--- config.mk ---
export PLATFORM = sky130hd
export DESIGN_NAME = slp_wake_ctrl
export DESIGN_NICKNAME = d
export VERILOG_FILES = /design/src/rtl/slp_pkg.sv /design/src/rtl/slp_wake_filter.sv /design/src/rtl/slp_seq.sv /design/src/rtl/slp_wake_ctrl.sv
export SDC_FILE = /design/constraint.sdc
export NUM_CORES = 1
export LEC_CHECK = 0
export ABC_AREA = 1
export BUFFER_PORTS_ARGS = -buffer_cell sky130_fd_sc_hd__buf_2
export CAP_MARGIN = 20
export CORE_UTILIZATION = 30
export CTS_BUF_LIST = sky130_fd_sc_hd__clkbuf_4
export DETAILED_ROUTE_END_ITERATION = 7
export SLEW_MARGIN = 20
export SYNTH_ARGS = -nofsm -noshare
export SYNTH_HDL_FRONTEND = slang
export SYNTH_SLANG_ARGS = --single-unit
export TNS_END_PERCENT = 5
--- constraint.sdc ---
create_clock -name clk -period 3.4 [get_ports clk]
set_input_delay 0.34 -clock clk [delete_from_list [all_inputs] [get_ports clk]]
set_output_delay 0.34 -clock clk [all_outputs]
set_load 0.02 [all_outputs]
--- src/rtl/slp_pkg.sv ---
package slp_pkg;

  typedef enum logic [1:0] {ST_RUN, ST_SLEEP, ST_STARTUP, ST_HOLD} slp_state_e;

  typedef enum logic [2:0] {
    MD_IDLE  = 3'b000,
    MD_ADCNR = 3'b001,
    MD_PDOWN = 3'b010,
    MD_PSAVE = 3'b011,
    MD_STBY  = 3'b110
  } slp_mode_e;

  typedef struct packed {
    logic cpu;
    logic flash;
    logic io;
    logic adc;
    logic tmr;
    logic osc;
  } clk_en_t;

  localparam clk_en_t CLK_ALL_ON = '{1'b1, 1'b1, 1'b1, 1'b1, 1'b1, 1'b1};
  localparam clk_en_t CLK_OSC_ONLY = '{1'b0, 1'b0, 1'b0, 1'b0, 1'b0, 1'b1};

  // reserved codes fold onto the lightest mode
  function automatic slp_mode_e norm_mode(input logic [2:0] code);
    case (code)
      3'b001:  return MD_ADCNR;
      3'b010:  return MD_PDOWN;
      3'b011:  return MD_PSAVE;
      3'b110:  return MD_STBY;
      default: return MD_IDLE;
    endcase
  endfunction

  function automatic clk_en_t mode_clocks(input slp_mode_e m);
    case (m)
      MD_ADCNR: return '{1'b0, 1'b0, 1'b0, 1'b1, 1'b1, 1'b1};
      MD_PDOWN: return '{1'b0, 1'b0, 1'b0, 1'b0, 1'b0, 1'b0};
      MD_PSAVE: return '{1'b0, 1'b0, 1'b0, 1'b0, 1'b1, 1'b0};
      MD_STBY:  return '{1'b0, 1'b0, 1'b0, 1'b0, 1'b0, 1'b1};
      default:  return '{1'b0, 1'b0, 1'b1, 1'b1, 1'b1, 1'b1};
    endcase
  endfunction

  function automatic logic stops_osc(input slp_mode_e m);
    return (m == MD_PDOWN) || (m == MD_PSAVE);
  endfunction

endpackage

--- src/rtl/slp_wake_filter.sv ---
module slp_wake_filter
  import slp_pkg::*;
#(
  parameter int NIRQ     = 8,
  parameter int EXT0_IDX = 0,
  parameter int EXT1_IDX = 1,
  parameter int TMR_IDX  = 2,
  parameter int ADC_IDX  = 3
) (
  input  slp_mode_e         mode,
  input  logic [NIRQ-1:0]   req,
  input  logic [NIRQ-1:0]   en,
  input  logic [1:0]        ext_level,
  input  logic              tmr_async,
  output logic              wake_irq
);

  logic [NIRQ-1:0] admit;
  logic            is_idle;

  assign is_idle = (mode == MD_IDLE);

  for (genvar i = 0; i < NIRQ; i++) begin : g_line
    if (i == EXT0_IDX || i == EXT1_IDX) begin : g_ext
      localparam int SEL = (i == EXT1_IDX) ? 1 : 0;
      assign admit[i] = is_idle || ext_level[SEL];
    end else if (i == TMR_IDX) begin : g_tmr
      assign admit[i] = is_idle ||
                        (tmr_async && (mode == MD_ADCNR || mode == MD_PSAVE));
    end else if (i == ADC_IDX) begin : g_adc
      assign admit[i] = is_idle || (mode == MD_ADCNR);
    end else begin : g_io
      assign admit[i] = is_idle;
    end
  end

  assign wake_irq = |(req & en & admit);

endmodule

--- src/rtl/slp_seq.sv ---
module slp_seq
  import slp_pkg::*;
#(
  parameter int HOLD_CYC = 4
) (
  input  logic       clk,
  input  logic       rst_n,
  input  logic       enter,
  input  logic       wake_irq,
  input  logic       rst_req,
  input  logic       deep,
  input  logic       startup_done,
  output slp_state_e state,
  output logic       wake_done,
  output logic       by_reset
);

  localparam int CW = (HOLD_CYC > 1) ? $clog2(HOLD_CYC) : 1;
  localparam logic [CW-1:0] LAST = CW'(HOLD_CYC - 1);

  logic [CW-1:0] hold_cnt;
  logic          rst_cause;

  always_ff @(posedge clk or negedge rst_n) begin
    if (!rst_n) begin
      state     <= ST_RUN;
      hold_cnt  <= '0;
      rst_cause <= 1'b0;
    end else begin
      case (state)
        ST_RUN: begin
          if (enter) begin
            state     <= ST_SLEEP;
            rst_cause <= 1'b0;
          end
        end
        ST_SLEEP: begin
          if (rst_req || wake_irq) begin
            rst_cause <= rst_req;
            hold_cnt  <= '0;
            state     <= deep ? ST_STARTUP : ST_HOLD;
          end
        end
        ST_STARTUP: begin
          if (rst_req) rst_cause <= 1'b1;
          if (startup_done) begin
            hold_cnt <= '0;
            state    <= ST_HOLD;
          end
        end
        default: begin
          if (hold_cnt == LAST) state <= ST_RUN;
          else                  hold_cnt <= hold_cnt + 1'b1;
        end
      endcase
    end
  end

  assign wake_done = (state == ST_HOLD) && (hold_cnt == LAST);
  assign by_reset  = rst_cause;

endmodule

--- src/rtl/slp_wake_ctrl.sv ---
module slp_wake_ctrl
  import slp_pkg::*;
#(
  parameter int NIRQ     = 8,
  parameter int HOLD_CYC = 4
) (
  input  logic            clk,
  input  logic            rst_n,
  input  logic            sleep_en,
  input  logic            sleep_strobe,
  input  logic [2:0]      mode_sel,
  input  logic [NIRQ-1:0] irq_req,
  input  logic [NIRQ-1:0] irq_en,
  input  logic [1:0]      ext_level,
  input  logic            tmr_async,
  input  logic            rst_req,
  input  logic            startup_done,
  output logic            clk_en_cpu,
  output logic            clk_en_flash,
  output logic            clk_en_io,
  output logic            clk_en_adc,
  output logic            clk_en_tmr,
  output logic            clk_en_osc,
  output logic            core_stall,
  output logic            wake_done,
  output logic            wake_by_reset
);

  slp_state_e state;
  slp_mode_e  mode_q;
  clk_en_t    gate;
  logic       enter;
  logic       wake_irq;

  assign enter = sleep_strobe && sleep_en && (state == ST_RUN);

  // mode captured only on the entry edge
  always_ff @(posedge clk or negedge rst_n) begin
    if (!rst_n)     mode_q <= MD_IDLE;
    else if (enter) mode_q <= norm_mode(mode_sel);
  end

  slp_wake_filter #(.NIRQ(NIRQ)) u_filter (
    .mode      (mode_q),
    .req       (irq_req),
    .en        (irq_en),
    .ext_level (ext_level),
    .tmr_async (tmr_async),
    .wake_irq  (wake_irq)
  );

  slp_seq #(.HOLD_CYC(HOLD_CYC)) u_seq (
    .clk          (clk),
    .rst_n        (rst_n),
    .enter        (enter),
    .wake_irq     (wake_irq),
    .rst_req      (rst_req),
    .deep         (stops_osc(mode_q)),
    .startup_done (startup_done),
    .state        (state),
    .wake_done    (wake_done),
    .by_reset     (wake_by_reset)
  );

  always_comb begin
    case (state)
      ST_SLEEP:   gate = mode_clocks(mode_q);
      ST_STARTUP: gate = CLK_OSC_ONLY;
      default:    gate = CLK_ALL_ON;
    endcase
  end

  assign clk_en_cpu   = gate.cpu;
  assign clk_en_flash = gate.flash;
  assign clk_en_io    = gate.io;
  assign clk_en_adc   = gate.adc;
  assign clk_en_tmr   = gate.tmr;
  assign clk_en_osc   = gate.osc;
  assign core_stall   = (state != ST_RUN);

endmodule

==> impl_metrics.tcl, run 1 <==
set metrics [dict create \
    die-height_um 50.5 \
    worst_hold_path_type "in -> reg" \
    dp_hpwl_um 1380 \
    final_net_count 184 \
    power_leakage_nw 0.569 \
    synthTopCellsByArea "sky130_fd_sc_hd__dfrtp_1 28%, sky130_fd_sc_hd__nand2_1 17%, sky130_fd_sc_hd__inv_1 12%" \
    insertedDiodeCount 0 \
    drt-wirelength-per-cell_um 9.54 \
    fillers 233 \
    synth_flop_cell "sky130_fd_sc_hd__dfrtp_1" \
    worst_skew_pair.late_latency_ps 250 \
    route.vias.total 772 \
    relative_contribution_of_sequential_cells_to_total_power_pct 20.7 \
    crit_family "flip-flops" \
    share_comb_of_total_power_pct 70.9 \
    detail_route.first_pass.iterations 4 \
    slowest_delay_ps 400 \
    fmax_mhz 520 \
    syn_nets 143 \
    critPathSlowestCell "sky130_fd_sc_hd__dfrtp_1" \
    clock_power_share_pct 8.3 \
    synth-edff-count 0 \
    htree_num_levels 1 \
    ctsLongestPathBuffers 2 \
    power-per-cell-area_nw_per_um2 900 \
    yosys.cell_count.top_type "sky130_fd_sc_hd__nand2_1" \
    non_filler_cell_area_final_um2 945 \
    placed_area_um2 912 \
    pin_count_of_the_biggest_net_entering_global_routing 9 \
    p_int_uw 393 \
    first_global_vias 699 \
    async_reset_ff_share_pct 100 \
    viasPerCell 4.39 \
    crit_start "u_seq.state[0]" \
    critPathRequiredTime_ps 3060 \
    route.final.wire_length_um 1680 \
    cp_max_fo 5 \
    crit_arrival_ps 1580 \
    worstHoldPathCells 3 \
    grt_pass1_wl_um 2700 \
    finClkSkew_ps 3.31 \
    cp_common_cell "sky130_fd_sc_hd__inv_1" \
    outcome "completed" \
    cts_setup_buffers 0 \
    timing.critical_path.cells "inv_1 > ha_1 > nor2_1 > inv_1 > o21ai_0 > nand2_1 > buf_2" \
    timing.critical_path.buf_inv 3 \
    antenna_violating_nets_left 0 \
    portBuffers 36 \
    synthesis.yosys.warnings 0 \
    synthesis.area_um2 704 \
    gp_routability_congestion 0.734 \
    cts_inserted_buffers 3 \
    regToRegSetupSlack_ps 1830 \
    synth_top_area_share_pct 28.4 \
    final_min_period_over_clock_period_pct 56.5 \
    tightest_slew_margin_relative_to_the_limit_pct 77.1 \
    power_switching_share_pct 53.8 \
    power.total_uw 850 \
    critPathCapture "clk_en_osc" \
    tritoncts "built" \
    starting_density_pct 31.8 \
    synth_commonest_cells "32 x sky130_fd_sc_hd__nand2_1, 22 x sky130_fd_sc_hd__inv_1, 9 x sky130_fd_sc_hd__o21ai_0, 8 x sky130_fd_sc_hd__dfrtp_1" \
    die_width_um 50.5 \
    synth_area_per_cell_um2 6.46 \
    crit_cells 7 \
    synth.distinct_cells 19 \
    vdd_drop_max_mv 0.459 \
    cp-start-kind "register" \
    synth_top_cell_by_area "sky130_fd_sc_hd__dfrtp_1" \
    maxcap_violations 0 \
    synth_cells 109 \
    boundaryPins 37 \
    criticalPathCategory "reg -> out" \
    detailedRoute.firstIterationViolations 11 \
    gr-total-overflow 0 \
    cts_root_buf "sky130_fd_sc_hd__clkbuf_4" \
    finalSetupViolCount 0 \
    drc 0 \
    rsz0062_at_grt "no" \
    worst-r2r-cell-count 11 \
    synth_sequential_area_ratio_pct 28.4 \
    worst_setup_path_end_kind "output pin" \
    num_rows 17 \
    max_slew.worst_pin.slew_ps 341 \
    tritoncts_num_sinks 8 \
    drive_gt1_share_pct 31.1 \
    area_of_the_core_region_um2 2210 \
    finalHoldViolations 0 \
    final-instance-count-excl-fill 176 \
    grt_antenna_before_repair 0 \
    crit-reg2reg-launch "u_seq.state[0]" \
    min_period_ps 1920 \
    global_route_usage_over_all_layers_pct 14.1 \
    placedCellCount 172 \
    clkTransAtPathRegs_ps 50 \
    capturing_point_of_the_worst_reg2reg_path "u_seq.state[1]" \
    area_growth_pct 34.1 \
    dieArea_um2 2550 \
    synth-seq-cells 8 \
    setup-tns-final_ps 0 \
    finalMaxSlewViolations 0 \
    switching_power_uw 457 \
]
-- worst min-delay path, cell delays in order --
cell	delay [ps]
sky130_fd_sc_hd__buf_2	100
sky130_fd_sc_hd__nand3_1	70
sky130_fd_sc_hd__o21ai_0	60
-- power by group through the flow --
stage               Sequential, mW  Clock [mW]  Combinational, mW
finish                       0.176      0.0710              0.603
global route                 0.185      0.0761              0.688
CTS                          0.176      0.0732              0.612
detailed placement           0.178           0              0.605
global placement             0.176           0              0.602
floorplan                    0.174           0              0.456
-- placed cells by master (no fill, tap or decap), types with 2 or more instances in the layout --
| master | instances |
|---|---|
| sky130_fd_sc_hd__nand2_1 | 32 |
| sky130_fd_sc_hd__nand2_2 | 2 |
| sky130_fd_sc_hd__a21oi_1 | 3 |
| sky130_fd_sc_hd__ha_1 | 6 |
| sky130_fd_sc_hd__o21ai_0 | 9 |
| sky130_fd_sc_hd__dfrtp_1 | 8 |
| sky130_fd_sc_hd__nand4_1 | 3 |
| sky130_fd_sc_hd__nor2_1 | 7 |
| sky130_fd_sc_hd__clkbuf_4 | 3 |
| sky130_fd_sc_hd__inv_1 | 22 |
| sky130_fd_sc_hd__nand3_1 | 7 |
| sky130_fd_sc_hd__buf_2 | 36 |
| sky130_fd_sc_hd__o21ai_1 | 2 |
-- cell type report --
cell class	count	area, um^2	area share [%]
multi-input combinational	78	414	43.8
inverter	22	82.6	8.74
sequential	8	200	21.2
clock buffer	3	22.5	2.38
timing repair buffer	37	190	20.1
tap	28	35.0	3.71
-- stage by stage --
step                utilization (%)  hold WS (ps)  setup WS [ps]
CTS                            42.7           348           1450
finish                         42.7           350           1480
detailed placement             41.2           200           1730
global placement               41.2           202           1780
global route                   42.7           385           1340
floorplan                         -          44.4           1740
-- logic make-up (layout without fill, tap and decap cells) --
group / count (synthesis) / after routing / share of synthesized area (%)
AOI/OAI and AO/OA: 16 / 16 / 12.3
and+or+nand+nor: 56 / 56 / 35.9
buffers and inverters: 23 / 62 / 12.8
adders and majority gates: 6 / 6 / 10.7
DFF: 8 / 8 / 28.4
-- worst min path at each step --
stage	slack, ps	startpoint	to
global route	390	mode_sel[0]	mode_q[0]
finish	350	mode_sel[2]	mode_q[2]
detailed placement	200	rst_n	u_seq.hold_cnt[0]
floorplan	40	rst_n	mode_q[0]
global placement	200	rst_n	u_seq.state[0]
CTS	350	mode_sel[2]	mode_q[2]
-- registers in the layout, indices dropped and copies added, names as in the netlist --
name and cells:
u_seq.hold_cnt 2, mode_q 3, u_seq.state 2, u_seq.by_reset 1
-- metal layers --
metal | GRT usage [%] | part of all wire, % | vias to the layer above
met2 | 25.1 | 46 | 27
met5 | 0 | 0 | -
met4 | 6.94 | 0.83 | 0
met3 | 1.21 | 6.8 | 2
li1 | - | - | 420
met1 | 16.6 | 47 | 323
-- timing repair --
action | in CTS | in global routing
hold endpoints to repair | 8 | 0
resized for setup | 0 | 0
hold buffers | 1 | 0
(Power assumes the default switching activity.)
==> run 2: changes to the inputs <==
--- a/config.mk
+++ b/config.mk
@@ -5,7 +5,7 @@
 export SDC_FILE = /design/constraint.sdc
 export NUM_CORES = 1
 export LEC_CHECK = 0
-export ABC_AREA = 1
+export ABC_AREA = 0
 export BUFFER_PORTS_ARGS = -buffer_cell sky130_fd_sc_hd__buf_2
 export CAP_MARGIN = 20
 export CORE_UTILIZATION = 30
==> constraint.sdc (replaced) <==
create_clock -name clk -period 1.6 [get_ports clk]
set_input_delay 0.16 -clock clk [delete_from_list [all_inputs] [get_ports clk]]
set_output_delay 0.16 -clock clk [all_outputs]
set_load 0.02 [all_outputs]
==> impl_metrics.tcl, run 2 <==
set metrics [dict create \
    outcome "complete, but fails checks" \
    violations_in_the_final_reports "setup timing" \
    top_register "mode_q" \
    syn_nets 106 \
    largest_register_ffs 3 \
    detailedRoute.firstIterationViolations 12 \
    cts_inserted_buffers 3 \
    gp_routability_congestion 0.784 \
    synth_top_area_share_pct 31.3 \
    clkTransAtPathRegs_ps 60 \
    final_min_period_over_clock_period_pct 116 \
    ctsLongestPathBuffers 2 \
    synth_commonest_cells "10 x sky130_fd_sc_hd__nand2_1, 8 x sky130_fd_sc_hd__dfrtp_1, 6 x sky130_fd_sc_hd__ha_1, 6 x sky130_fd_sc_hd__inv_1" \
    synth_sequential_area_ratio_pct 31.3 \
    worst_setup_path_end_kind "register" \
    layout.cells.most_common "sky130_fd_sc_hd__buf_2" \
    worst_hold_path.endpoint "mode_q[1]" \
    die_width_um 48.2 \
    area_of_the_core_region_um2 1980 \
    fmax_mhz 540 \
    first_global_vias 622 \
    critPathRequiredTime_ps 1740 \
    main_combinational_cell_family_by_area_after_synthesis "compound AO/OA/AOI/OAI gates" \
    drt-wirelength-per-cell_um 11.0 \
    slowest_delay_ps 540 \
    boundaryPins 37 \
    synth-edff-count 0 \
    yosys.cell_count.top_type "sky130_fd_sc_hd__nand2_1" \
    max_slew.worst_pin.slew_ps 324 \
    final-instance-count-excl-fill 160 \
    finalSetupViolCount 11 \
    worst-r2r-cell-count 5 \
    timing.hold.ws_ps 154 \
    synth_fa_ha_area_share_pct 11.7 \
    drc 0 \
    die-height_um 48.2 \
    pin_count_of_the_biggest_net_entering_global_routing 9 \
    tritoncts "built" \
    drive_gt1_share_pct 57.1 \
    capturing_point_of_the_worst_reg2reg_path "u_seq.state[0]" \
    postLayoutSetupSlackWorst_ps -252 \
    finish.utilization_pct 55.1 \
    tightest_slew_margin_relative_to_the_limit_pct 78.2 \
    min_period_ps 1850 \
    synth_area_per_cell_um2 8.88 \
    insertedDiodeCount 0 \
    starting_density_pct 32.3 \
    yosys-mux-area-fraction_pct 7.44 \
    htree_num_levels 1 \
    synth-seq-cells 8 \
    largest_registers_in_the_final_layout "mode_q: 3 flops, u_seq.hold_cnt: 2 flops, u_seq.state: 2 flops" \
    cts_root_buf "sky130_fd_sc_hd__clkbuf_4" \
    highest_count_cells_in_the_layout_ignoring_fill_and_taps "34 x sky130_fd_sc_hd__buf_2, 24 x sky130_fd_sc_hd__buf_4, 10 x sky130_fd_sc_hd__nand2_1" \
    detail_route.first_pass.iterations 4 \
    post_synth_and_or_nand_nor_area_fraction_pct 21.5 \
    async_reset_ff_share_pct 100 \
    final_net_count 169 \
    portBuffers 36 \
    power.total_mw 2.29 \
    synthTopCellsByArea "sky130_fd_sc_hd__dfrtp_1 31%, sky130_fd_sc_hd__ha_1 12%, sky130_fd_sc_hd__nand2_1 5.9%" \
    dp_hpwl_um 1530 \
    finalMaxSlewViolations 0 \
    synth_cells 72 \
    synth.distinct_cells 32 \
    area_growth_pct 70.6 \
    critPathSlowestCell "sky130_fd_sc_hd__or4_4" \
    worst_skew_pair.late_latency_ps 260 \
    cp_max_fo 4 \
    placed_area_um2 1010 \
    vdd_drop_max_mv 0.996 \
    rsz0062_at_grt "yes" \
    worstHoldPathCells 3 \
    worst_hold_path_type "in -> reg" \
    tritoncts_num_sinks 8 \
    global_route_usage_over_all_layers_pct 16.1 \
    synth_top_cell_by_area "sky130_fd_sc_hd__dfrtp_1" \
    regToRegSetupSlack_ps -250 \
    maxcap_violations 0 \
    grt_pass1_wl_um 2500 \
    synthesis.yosys.warnings 0 \
    power-per-cell-area_nw_per_um2 2100 \
    crit-reg2reg-launch "u_seq.state[0]" \
    yosys.area_share.xor_xnor_pct 0 \
    synth_flop_cell "sky130_fd_sc_hd__dfrtp_1" \
    cp-start-kind "register" \
    synthesis.area_um2 639 \
    finClkSkew_ps 5.98 \
    grt_antenna_before_repair 0 \
    placedCellCount 153 \
    antenna_violating_nets_left 0 \
    route.final.wire_length_um 1760 \
    route.vias.total 734 \
    non_filler_cell_area_final_um2 1090 \
    hold_path_startpoint "mode_sel[1]" \
    synth_compound_area_share_pct 22.7 \
    crit_arrival_ps 1990 \
    gr-total-overflow 0 \
    viasPerCell 4.59 \
    finalHoldViolations 0 \
    num_rows 16 \
    power_leakage_nw 0.579 \
    timing.critical_path.cells "inv_2 > ha_2 > nor2b_1 > or4_4 > mux2_4" \
    criticalPathCategory "reg -> reg" \
    dieArea_um2 2320 \
]
-- run 2: cell count changes after synthesis, sizes merged, moves of 2 or more --
cell,before,now
nor2,8,1
nand4,3,0
nor4,0,2
mux2,0,3
nand3,8,1
a31oi,0,3
nand2,34,10
nor2b,0,3
o21ai,11,4
nand2b,0,2
inv,22,6
-- run 2: routing by layer --
metal,vias to the layer above,GRT usage (%),routed length (um)
met5,-,0,0
li1,387,-,-
met2,16,25.6,882
met3,4,6.30,89
met4,0,6.67,20
met1,327,19.5,769
-- run 2: final cells by class --
class / instances / area [um^2]
Inverter: 6 / 22.5
Tap cell: 27 / 33.8
Multi-Input combinational cell: 56 / 440
Timing Repair Buffer: 60 / 372
Fill cell: 180 / 891
Clock buffer: 3 / 22.5
Sequential cell: 8 / 200
-- run 2: worst max path at each step --
stage	start	endpoint	slack (ps)
after detailed placement	u_seq.state[1]	u_seq.hold_cnt[1]	-250
after CTS	mode_q[0]	u_seq.state[0]	-250
final	u_seq.state[0]	u_seq.state[0]	-250
after global placement	mode_q[1]	u_seq.state[0]	-250
after global routing	mode_q[1]	u_seq.state[0]	-320
after floorplan	mode_q[1]	u_seq.state[0]	-190
-- run 2: timing repair --
action                     CTS  global route
hold buffers                 1             0
setup endpoints to repair   11            11
pin swaps                    1             4
hold endpoints to repair     8             0
gates resized for setup      6             1
buffers inserted             1             2
-- run 2: cell families after synthesis --
| logic type | Yosys count |
|---|---|
| AOI/OAI and AO/OA | 20 |
| muxes | 4 |
| and+or+nand+nor | 26 |
| buffers and inverters | 8 |
| adders and majority gates | 6 |
| DFF | 8 |
-- run 2: critical path, delay by kind of cell, from the launching register on --
kind | cells | cell delay [ps]
flip-flops | 1 | 460
adder cells (fa/ha/maj) | 1 | 200
multiplexers | 1 | 310
AND/OR/NAND/NOR | 2 | 690
buffers and inverters | 1 | 70
-- run 2: through the flow --
| stage | setup WS, ps | setup TNS, ps |
|---|---|---|
| after floorplan | -194 | -556 |
| final | -252 | -1560 |
| after global routing | -315 | -2470 |
| after global placement | -253 | -847 |
| after detailed placement | -249 | -963 |
| after CTS | -246 | -1550 |
-- run 2: report_power, final --
| part | leakage (nW) | switching, mW | internal (mW) |
|---|---|---|---|
| registers | 0.102 | 0.0795 | 0.296 |
| clock network | 0.0138 | 0.0683 | 0.0858 |
| logic | 0.463 | 0.827 | 0.937 |
